### src/rtl/mgmt_regbank_pkg.sv
package mgmt_regbank_pkg;
    localparam int DW = 16;
    localparam logic [DW-1:0] CTRL_DEFAULT = 16'h0140;

    typedef struct packed {
        logic rst;
        logic loop;
        logic pdown;
        logic iso;
    } chan_ctrl_t;

    typedef struct packed {
        logic [DW-1:0] g0;
        logic [DW-1:0] g1;
    } glob_t;

    typedef struct packed {
        logic [DW-1:0] rd_data;
    } top_t;

    function automatic logic [DW-1:0] ctrl_word(input chan_ctrl_t c);
        logic [DW-1:0] w;
        w      = CTRL_DEFAULT;
        w[15]  = c.rst;
        w[14]  = c.loop;
        w[11]  = c.pdown;
        w[10]  = c.iso;
        return w;
    endfunction
endpackage

### src/rtl/mgmt_chan_ctrl.sv
module mgmt_chan_ctrl
    import mgmt_regbank_pkg::*;
(
    input  logic          clk,
    input  logic          rst_n,
    input  logic          wr,
    input  logic [DW-1:0] wdata,
    input  logic          ext_loop,
    output logic [DW-1:0] word,
    output logic          loop_out,
    output logic          pdown_out,
    output logic          iso_out,
    output logic          rst_out
);
    chan_ctrl_t ctrl_d, ctrl_q;

    always_comb begin
        ctrl_d = ctrl_q;
        if (ctrl_q.rst) begin
            ctrl_d = '0;
        end else if (wr) begin
            ctrl_d.rst   = wdata[15];
            ctrl_d.loop  = wdata[14];
            ctrl_d.pdown = wdata[11];
            ctrl_d.iso   = wdata[10];
        end
    end

    always_ff @(posedge clk or negedge rst_n) begin
        if (!rst_n) ctrl_q <= '0;
        else        ctrl_q <= ctrl_d;
    end

    assign word      = ctrl_word(ctrl_q);
    assign loop_out  = ctrl_q.loop | ext_loop;
    assign pdown_out = ctrl_q.pdown;
    assign iso_out   = ctrl_q.iso;
    assign rst_out   = ctrl_q.rst;


    rst_pulse_chk: assert property (@(posedge clk) disable iff (!rst_n)
        rst_out |=> !rst_out);


    rst_default_chk: assert property (@(posedge clk) disable iff (!rst_n)
        rst_out |=> (word == CTRL_DEFAULT));


    ext_loop_chk: assert property (@(posedge clk) disable iff (!rst_n)
        ext_loop |-> loop_out);
endmodule

### src/rtl/mgmt_global_regs.sv
module mgmt_global_regs
    import mgmt_regbank_pkg::*;
(
    input  logic          clk,
    input  logic          rst_n,
    input  logic          wr0,
    input  logic          wr1,
    input  logic [DW-1:0] wdata,
    output logic [DW-1:0] g0,
    output logic [DW-1:0] g1
);
    glob_t glob_d, glob_q;

    always_comb begin
        glob_d = glob_q;
        if (wr0) glob_d.g0 = wdata;
        if (wr1) glob_d.g1 = wdata;
    end

    always_ff @(posedge clk or negedge rst_n) begin
        if (!rst_n) glob_q <= '0;
        else        glob_q <= glob_d;
    end

    assign g0 = glob_q.g0;
    assign g1 = glob_q.g1;


    g0_hold_chk: assert property (@(posedge clk) disable iff (!rst_n)
        !wr0 |=> $stable(g0));


    g1_hold_chk: assert property (@(posedge clk) disable iff (!rst_n)
        !wr1 |=> $stable(g1));
endmodule

### src/rtl/mgmt_regbank.sv
module mgmt_regbank
    import mgmt_regbank_pkg::*;
#(
    parameter int NCH   = 4,
    parameter int AW    = 5,
    parameter int GADR0 = 30,
    parameter int GADR1 = 31
) (
    input  logic           clk,
    input  logic           rst_n,
    input  logic           mode_c22,
    input  logic [AW-1:0]  phy_addr,
    input  logic [AW-1:0]  reg_addr,
    input  logic [DW-1:0]  wr_data,
    input  logic           wr_en,
    input  logic           rd_en,
    output logic [DW-1:0]  rd_data,
    input  logic [NCH-1:0] ext_loop,
    output logic [NCH-1:0] loop_out,
    output logic [NCH-1:0] pdown_out,
    output logic [NCH-1:0] isolate_out,
    output logic [NCH-1:0] chan_rst
);
    localparam int CSW = $clog2(NCH);

    logic [CSW-1:0] ch_sel;
    logic           wr_ok, rd_ok;
    logic           hit_ctrl, hit_g0, hit_g1;
    logic [DW-1:0]  words [NCH];
    logic [DW-1:0]  g0, g1;
    top_t           top_d, top_q;

    assign ch_sel   = phy_addr[CSW-1:0];
    assign wr_ok    = mode_c22 & wr_en;
    assign rd_ok    = mode_c22 & rd_en;
    assign hit_ctrl = (reg_addr == AW'(0));
    assign hit_g0   = (reg_addr == AW'(GADR0));
    assign hit_g1   = (reg_addr == AW'(GADR1));

    for (genvar i = 0; i < NCH; i++) begin : g_chan
        mgmt_chan_ctrl u_chan (
            .clk      (clk),
            .rst_n    (rst_n),
            .wr       (wr_ok && hit_ctrl && (ch_sel == CSW'(i))),
            .wdata    (wr_data),
            .ext_loop (ext_loop[i]),
            .word     (words[i]),
            .loop_out (loop_out[i]),
            .pdown_out(pdown_out[i]),
            .iso_out  (isolate_out[i]),
            .rst_out  (chan_rst[i])
        );
    end

    mgmt_global_regs u_glob (
        .clk  (clk),
        .rst_n(rst_n),
        .wr0  (wr_ok && hit_g0),
        .wr1  (wr_ok && hit_g1),
        .wdata(wr_data),
        .g0   (g0),
        .g1   (g1)
    );

    always_comb begin
        top_d = top_q;
        if (rd_ok) begin
            if (hit_ctrl)    top_d.rd_data = words[ch_sel];
            else if (hit_g0) top_d.rd_data = g0;
            else if (hit_g1) top_d.rd_data = g1;
            else             top_d.rd_data = '0;
        end
    end

    always_ff @(posedge clk or negedge rst_n) begin
        if (!rst_n) top_q <= '0;
        else        top_q <= top_d;
    end

    assign rd_data = top_q.rd_data;


    rd_gate_chk: assert property (@(posedge clk) disable iff (!rst_n)
        !rd_ok |=> $stable(rd_data));


    wr_gate_chk: assert property (@(posedge clk) disable iff (!rst_n)
        !mode_c22 |=> ($stable(g0) && $stable(g1)));


    one_reset_chk: assert property (@(posedge clk) disable iff (!rst_n)
        $onehot0(chan_rst));
endmodule

### config.mk
export PLATFORM = sky130hd
export DESIGN_NAME = mgmt_regbank
export DESIGN_NICKNAME = d
export VERILOG_FILES = /design/src/rtl/mgmt_regbank_pkg.sv /design/src/rtl/mgmt_chan_ctrl.sv /design/src/rtl/mgmt_global_regs.sv /design/src/rtl/mgmt_regbank.sv
export SDC_FILE = /design/constraint.sdc
export NUM_CORES = 1
export LEC_CHECK = 0
export ABC_AREA = 1
export BUFFER_PORTS_ARGS = -buffer_cell sky130_fd_sc_hd__buf_2
export CORE_MARGIN = 2
export CORE_UTILIZATION = 30
export CTS_CLUSTER_SIZE = 20
export DETAILED_ROUTE_END_ITERATION = 8
export GPL_TIMING_DRIVEN = 0
export PLACE_DENSITY = 0.61
export SLEW_MARGIN = 15
export SYNTH_ARGS = -nofsm -noshare
export SYNTH_HDL_FRONTEND = slang
export SYNTH_SLANG_ARGS = --single-unit
### constraint.sdc
create_clock -name clk -period 0.86 [get_ports clk]
set_input_delay 0.086 -clock clk [delete_from_list [all_inputs] [get_ports clk]]
set_output_delay 0.086 -clock clk [all_outputs]
set_load 0.005 [all_outputs]
# After elaboration in Yosys (flattened, before gate mapping)
# Index checks and enable logic that the tools add are counted.
[word_totals]
register_bits = 64
in_bits = 35
output_inout_bits = 32
[classes]
magnitude_cmp = 1
eq_ne = 5
muxes = 14
bitwise = 7
reduce_logical = 13
[op_table]
columns = ["operator", "n"]
rows = [
  ["16-bit two-way mux", 5],
  ["16-bit binary-select mux with 2-bit select", 1],
  ["4-bit two-way mux", 8],
  ["5-bit == test (second input constant)", 2],
  ["2-bit nonzero test", 4],
  ["1-bit logical AND", 7],
  ["5-bit zero test", 1],
  ["2-bit == test (second input constant)", 2],
  ["1-bit bitwise OR", 4],
  ["3-bit >= comparator (second input constant)", 1],
  ["2-bit NOT with 3-bit output", 1],
  ["1-bit AND", 2],
  ["2-bit by 1-bit == test with 1-bit output (second input constant)", 1],
  ["2-bit zero test", 1],
]

# Logic depth before layout (Yosys ltp)
[depth]
depth_word = 5
ltp_mapped = 7
mapped_depth_nobuf = 7

# Hierarchy
# Synthesis repeated with hierarchy kept, for this count alone.
[hier_totals]
hier_cells = 577
area_unflattened_um2 = 4026.4
[modules_own_cells]
columns = ["mod", "instances", "cells_each", "area_per_inst_um2", "seq_area_each_um2"]
rows = [
  ["mgmt_regbank", 1, 301, 1654.1, 400.4],
  ["mgmt_global_regs", 1, 136, 1246.2, 800.8],
  ["mgmt_chan_ctrl", 4, 35, 281.5, 100.1],
]

# Worst setup path after synthesis
# Ideal clock, no wire load.
[synth_path]
kind = "input port to flip-flop"
startpoint = "input reg_addr[2]"
endpoint = "register g_chan[2].u_chan.ctrl_q (netlist bit g_chan[2].u_chan.iso_out)"
setup_ps = 117
arrival_time_ps = 775
slack_ps = -32
cell_stages = 6
n_path_buf = 0
path_cell_list = "nor2_1 -> nand3_2 -> nor2_4 -> nand2_1 -> nand3_1 -> nand2_1"
[synth_via]
elab_chain_len = 4
[synth_lines]
columns = ["item", "line", "source"]
rows = [
  ["start: declaration", "mgmt_regbank.sv:13", "input logic [AW-1:0] reg_addr,"],
  ["5-bit zero test", "mgmt_regbank.sv:36", "assign hit_ctrl = (reg_addr == AW'(0));"],
  ["1-bit logical AND (2 in a row)", "mgmt_regbank.sv:44", ".wr (wr_ok && hit_ctrl && (ch_sel == CSW'(i))),"],
  ["2-bit nonzero test (no source line)", "--", ""],
  ["end signal: assignment", "mgmt_chan_ctrl.sv:31", "else ctrl_q <= ctrl_d;"],
  ["end: declaration", "mgmt_chan_ctrl.sv:15", "chan_ctrl_t ctrl_d, ctrl_q;"],
]
# Every way passes these cells.
# A chain may end at the register's enable or synchronous reset.

# Final worst setup path
[layout_path]
startpoint = "register g_chan[2].u_chan.ctrl_q (netlist bit g_chan[2].u_chan.word[14])"
endpoint = "output loop_out[2]"
[layout_via]
elab_chain_len = 1
[layout_lines]
columns = ["item", "line", "source"]
rows = [
  ["1-bit bitwise OR", "mgmt_chan_ctrl.sv:35", "assign loop_out = ctrl_q.loop | ext_loop;"],
  ["end: declaration", "mgmt_regbank.sv:19", "output logic [NCH-1:0] loop_out,"],
]
# Every way passes these cells.

==> results.py <==
metrics = {
    "die": {
        "initial_utilization": 0.3087,
        "core_um2": 10320,
        "fp.dieW_um": 107.1,
        "die_h_um": 107.1,
        "design.die.area_um2": 11460,
        "io_pins": 67,
        "rows": 37,
    },
    "global_route": {
        "grt_pass1_wl_um": 13790,
        "grt_pass1_vias": 2851,
        "antenna_found_initial": 0,
        "overflow": 0,
        "grt_max_degree": 54,
        "grt.total_usage": 0.1547,
    },
    "synthesis": {
        "synth_top_family_by_area": "simple AND/OR/NAND/NOR gates",
        "synth_xor_area_frac": 0,
        "synthMuxAreaShare": 0,
        "synth_compound_area_frac": 0.07067,
        "synth-simple-area-share": 0.3298,
        "synth_area_um2": 3187,
        "avgSynthCellArea_um2": 8.171,
        "synthAdderAreaFrac": 0,
        "yosys_register_bits": 64,
        "yosysWarnings": 0,
        "synth_cell_type_count": 23,
        "yosysSeqAreaShare": 0.5026,
        "syn-instance-count": 390,
        "synth_nets": 425,
    },
    "critical_path": {
        "cp_top_family": "flip-flops",
        "cp.buffers_inverters": 1,
        "cpPeakStageDelay_ns": 0.40,
        "crit_path_cell_trace": "or2_4 > buf_6",
        "r2r_slack_ns": -0.21,
        "cp_data_arrival_time_ns": 1.09,
        "crit_type": "reg2out",
        "r2r_end": "rd_data[15]$_DFFE_PN0P_",
        "crit_required_ns": 0.77,
        "r2r-start": "g_chan[1].u_chan.rst_out$_DFF_PN0_",
        "r2r_cells": 7,
        "critical_path.slowest_cell": "dfrtp_1",
        "critPathMaxFanout": 2,
        "crit_path_end_kind": "output port",
        "cp-start-kind": "flop",
    },
    "clock_tree": {
        "clk_latency_ns": 0.35,
        "cts.sinks": 64,
        "clockBufferDepth": 2,
        "clk_pin_slew_ns": 0.07,
        "cts_made_buffers": 9,
        "cts_tree": "yes",
        "cts_root_buf": "clkbuf_8",
        "htree_levels": 3,
    },
    "hold_path": {
        "min-delay-start": "wr_data[10]",
        "hold_class": "in2reg",
        "holdPathEnd": "u_glob.g1[10]$_DFFE_PN0P_",
        "hold_path_depth": 3,
    },
    "sta": {
        "finalCritPeriodShare": 1.373,
        "min_period_ns": 1.181,
        "holdWs_ns": 0.05234,
        "final_max_slew_viol_count": 0,
        "rsz0062_at_grt": "yes",
        "worst_slew_pin_slew_ns": 0.4937,
        "fmax_mhz": 846.9,
        "hold_viol_final": 0,
        "slew_headroom": 0.6708,
        "fin_ws_ns": -0.3208,
        "setup-violations-final": 49,
        "fin_skew_ns": 0.008004,
    },
    "power_and_ir_drop": {
        "peakVddDrop_mv": 0.5166,
        "power_per_cell_area_nw_per_um2": 1445,
        "power_leakage_uw": 0.002502,
        "finalPower_uw": 6790,
    },
    "final_layout": {
        "drive_above_1_share": 0.3728,
        "design_area_um2": 4698,
        "layout_common_cells": "nand2_1, dfrtp_1, buf_6, buf_2, nand3_1",
        "fill_cells": 1005,
        "diodes": 0,
        "area_delta_synth_final_pct": 47.43,
        "fin_cells": 659,
        "fin_nets": 553,
        "final_common_cell": "nand2_1",
        "final_util": 0.4551,
    },
    "routing": {
        "wire_per_inst_um": 13.31,
        "vias": 3061,
        "remaining_drc_errors": 0,
        "drt_iter0_markers": 150,
        "wl_um": 8771,
        "vias_per_cell": 4.645,
        "dr.pass1.iters": 5,
        "ant_nets": 0,
    },
    "place": {
        "hpwlAfterDp_um": 5800,
        "place_congestion": 0.7928,
        "place_area_um2": 3764,
        "dp_cells": 589,
        "numPortBuffers": 62,
    },
    "flow_run": {
        "maxCapViolations": 0,
    },
    "status": {
        "status": "finished, violations left",
        "violations": "setup timing",
    },
}
how the worst max path moves through the flow:
stage | from | to | slack [ns] | cells past startpoint
CTS | g_chan[2].u_chan.word[14]$_DFFE_PN0P_ | loop_out[2] | -0.33 | 2
global route | g_chan[2].u_chan.word[14]$_DFFE_PN0P_ | loop_out[2] | -0.37 | 2
global placement | rst_n | rd_data[1]$_DFFE_PN0P_ | -0.57 | 1
floorplan | reg_addr[3] | g_chan[2].u_chan.iso_out$_DFFE_PN0P_ | -0.006 | 6
finish | g_chan[2].u_chan.word[14]$_DFFE_PN0P_ | loop_out[2] | -0.32 | 2
detailed placement | mode_c22 | rd_data[3]$_DFFE_PN0P_ | -0.41 | 6
layout make-up:
cell class,instances,area (µm²),area share
plain buffers,27,259.0,0.05513
well taps,136,170.2,0.03622
inverters,24,112.6,0.02397
multi-input cells,271,1405,0.2991
clock buffers,12,145.1,0.03089
repair buffers,121,984.7,0.2096
clock inverters,4,20.02,0.004261
flip-flops and latches,64,1602,0.3409
power breakdown:
part	total [µW]	internal (µW)	switching, µW
clock	2300	1110	1190
combinational	1060	497	562
sequential	3440	3300	132
metal layers:
metal / wire length [µm] / part of all wire / track usage / up-vias
met3: 337 / 0.038 / 0.03708 / 19
li1: - / - / - / 1510
met5: 0 / 0 / 0 / -
met1: 3981 / 0.45 / 0.2048 / 1454
met2: 4273 / 0.49 / 0.2428 / 78
met4: 178 / 0.020 / 0.06308 / 0
cells in the mapped netlist:
cell,count,area share
nand2_1,143,0.17
dfrtp_1,64,0.50
nand3_1,44,0.069
o21ai_1,25,0.039
inv_1,19,0.022
buf_4,17,0.040
o21ai_0,17,0.027
nand4_1,12,0.024
nor2_1,11,0.013
buf_2,6,0.0094
buf_6,4,0.014
nor3_2,4,0.013
or2_2,4,0.0079
clkbuf_1,3,0.0035
inv_2,3,0.0035
nor2_4,3,0.011
clkinv_1,2,0.0024
nand2_4,2,0.0071
nor2_8,2,0.013
o21a_1,2,0.0047
clkbuf_2,1,0.0016
nand3_2,1,0.0031
nor2_2,1,0.0020
worst reg2reg max path, delay by kind of cell, from the launching register on:
family | cells | cell delay [ns]
and+or+nand+nor | 6 | 0.41
buffers and inverters | 1 | 0.13
DFF | 1 | 0.40
logic make-up after synthesis:
family                 count (synthesis)
AOI/OAI and AO/OA                     44
buffers and inverters                 55
DFF                                   64
and+or+nand+nor                      227
registers in the layout, indices dropped and copies added, names as in the netlist:
register	cells
g_chan.u_chan.iso_out	4
g_chan.u_chan.word	4
g_chan.u_chan.rst_out	4
u_glob.g1	16
g_chan.u_chan.pdown_out	4
u_glob.g0	16
rd_data	16
stage by stage:
stage | TNS [ns] | setup slack (ns)
3_5_place_dp | -21.36 | -0.4095
6_report | -6.748 | -0.3208
3_3_place_gp | -56.23 | -0.5660
2_1_floorplan | -0.02788 | -0.006129
4_1_cts | -6.507 | -0.3320
5_1_grt | -8.679 | -0.3748
repair_timing:
item                                    CTS  global route
buffers inserted                         23            20
endpoints found under the setup margin   60            81
pin swaps                                17            43
hold endpoints to repair                 88             0
cloned                                    0             2
hold buffers                             13             0
gates resized for setup                  49            44
No activity file was read; power rests on OpenSTA's default activity.
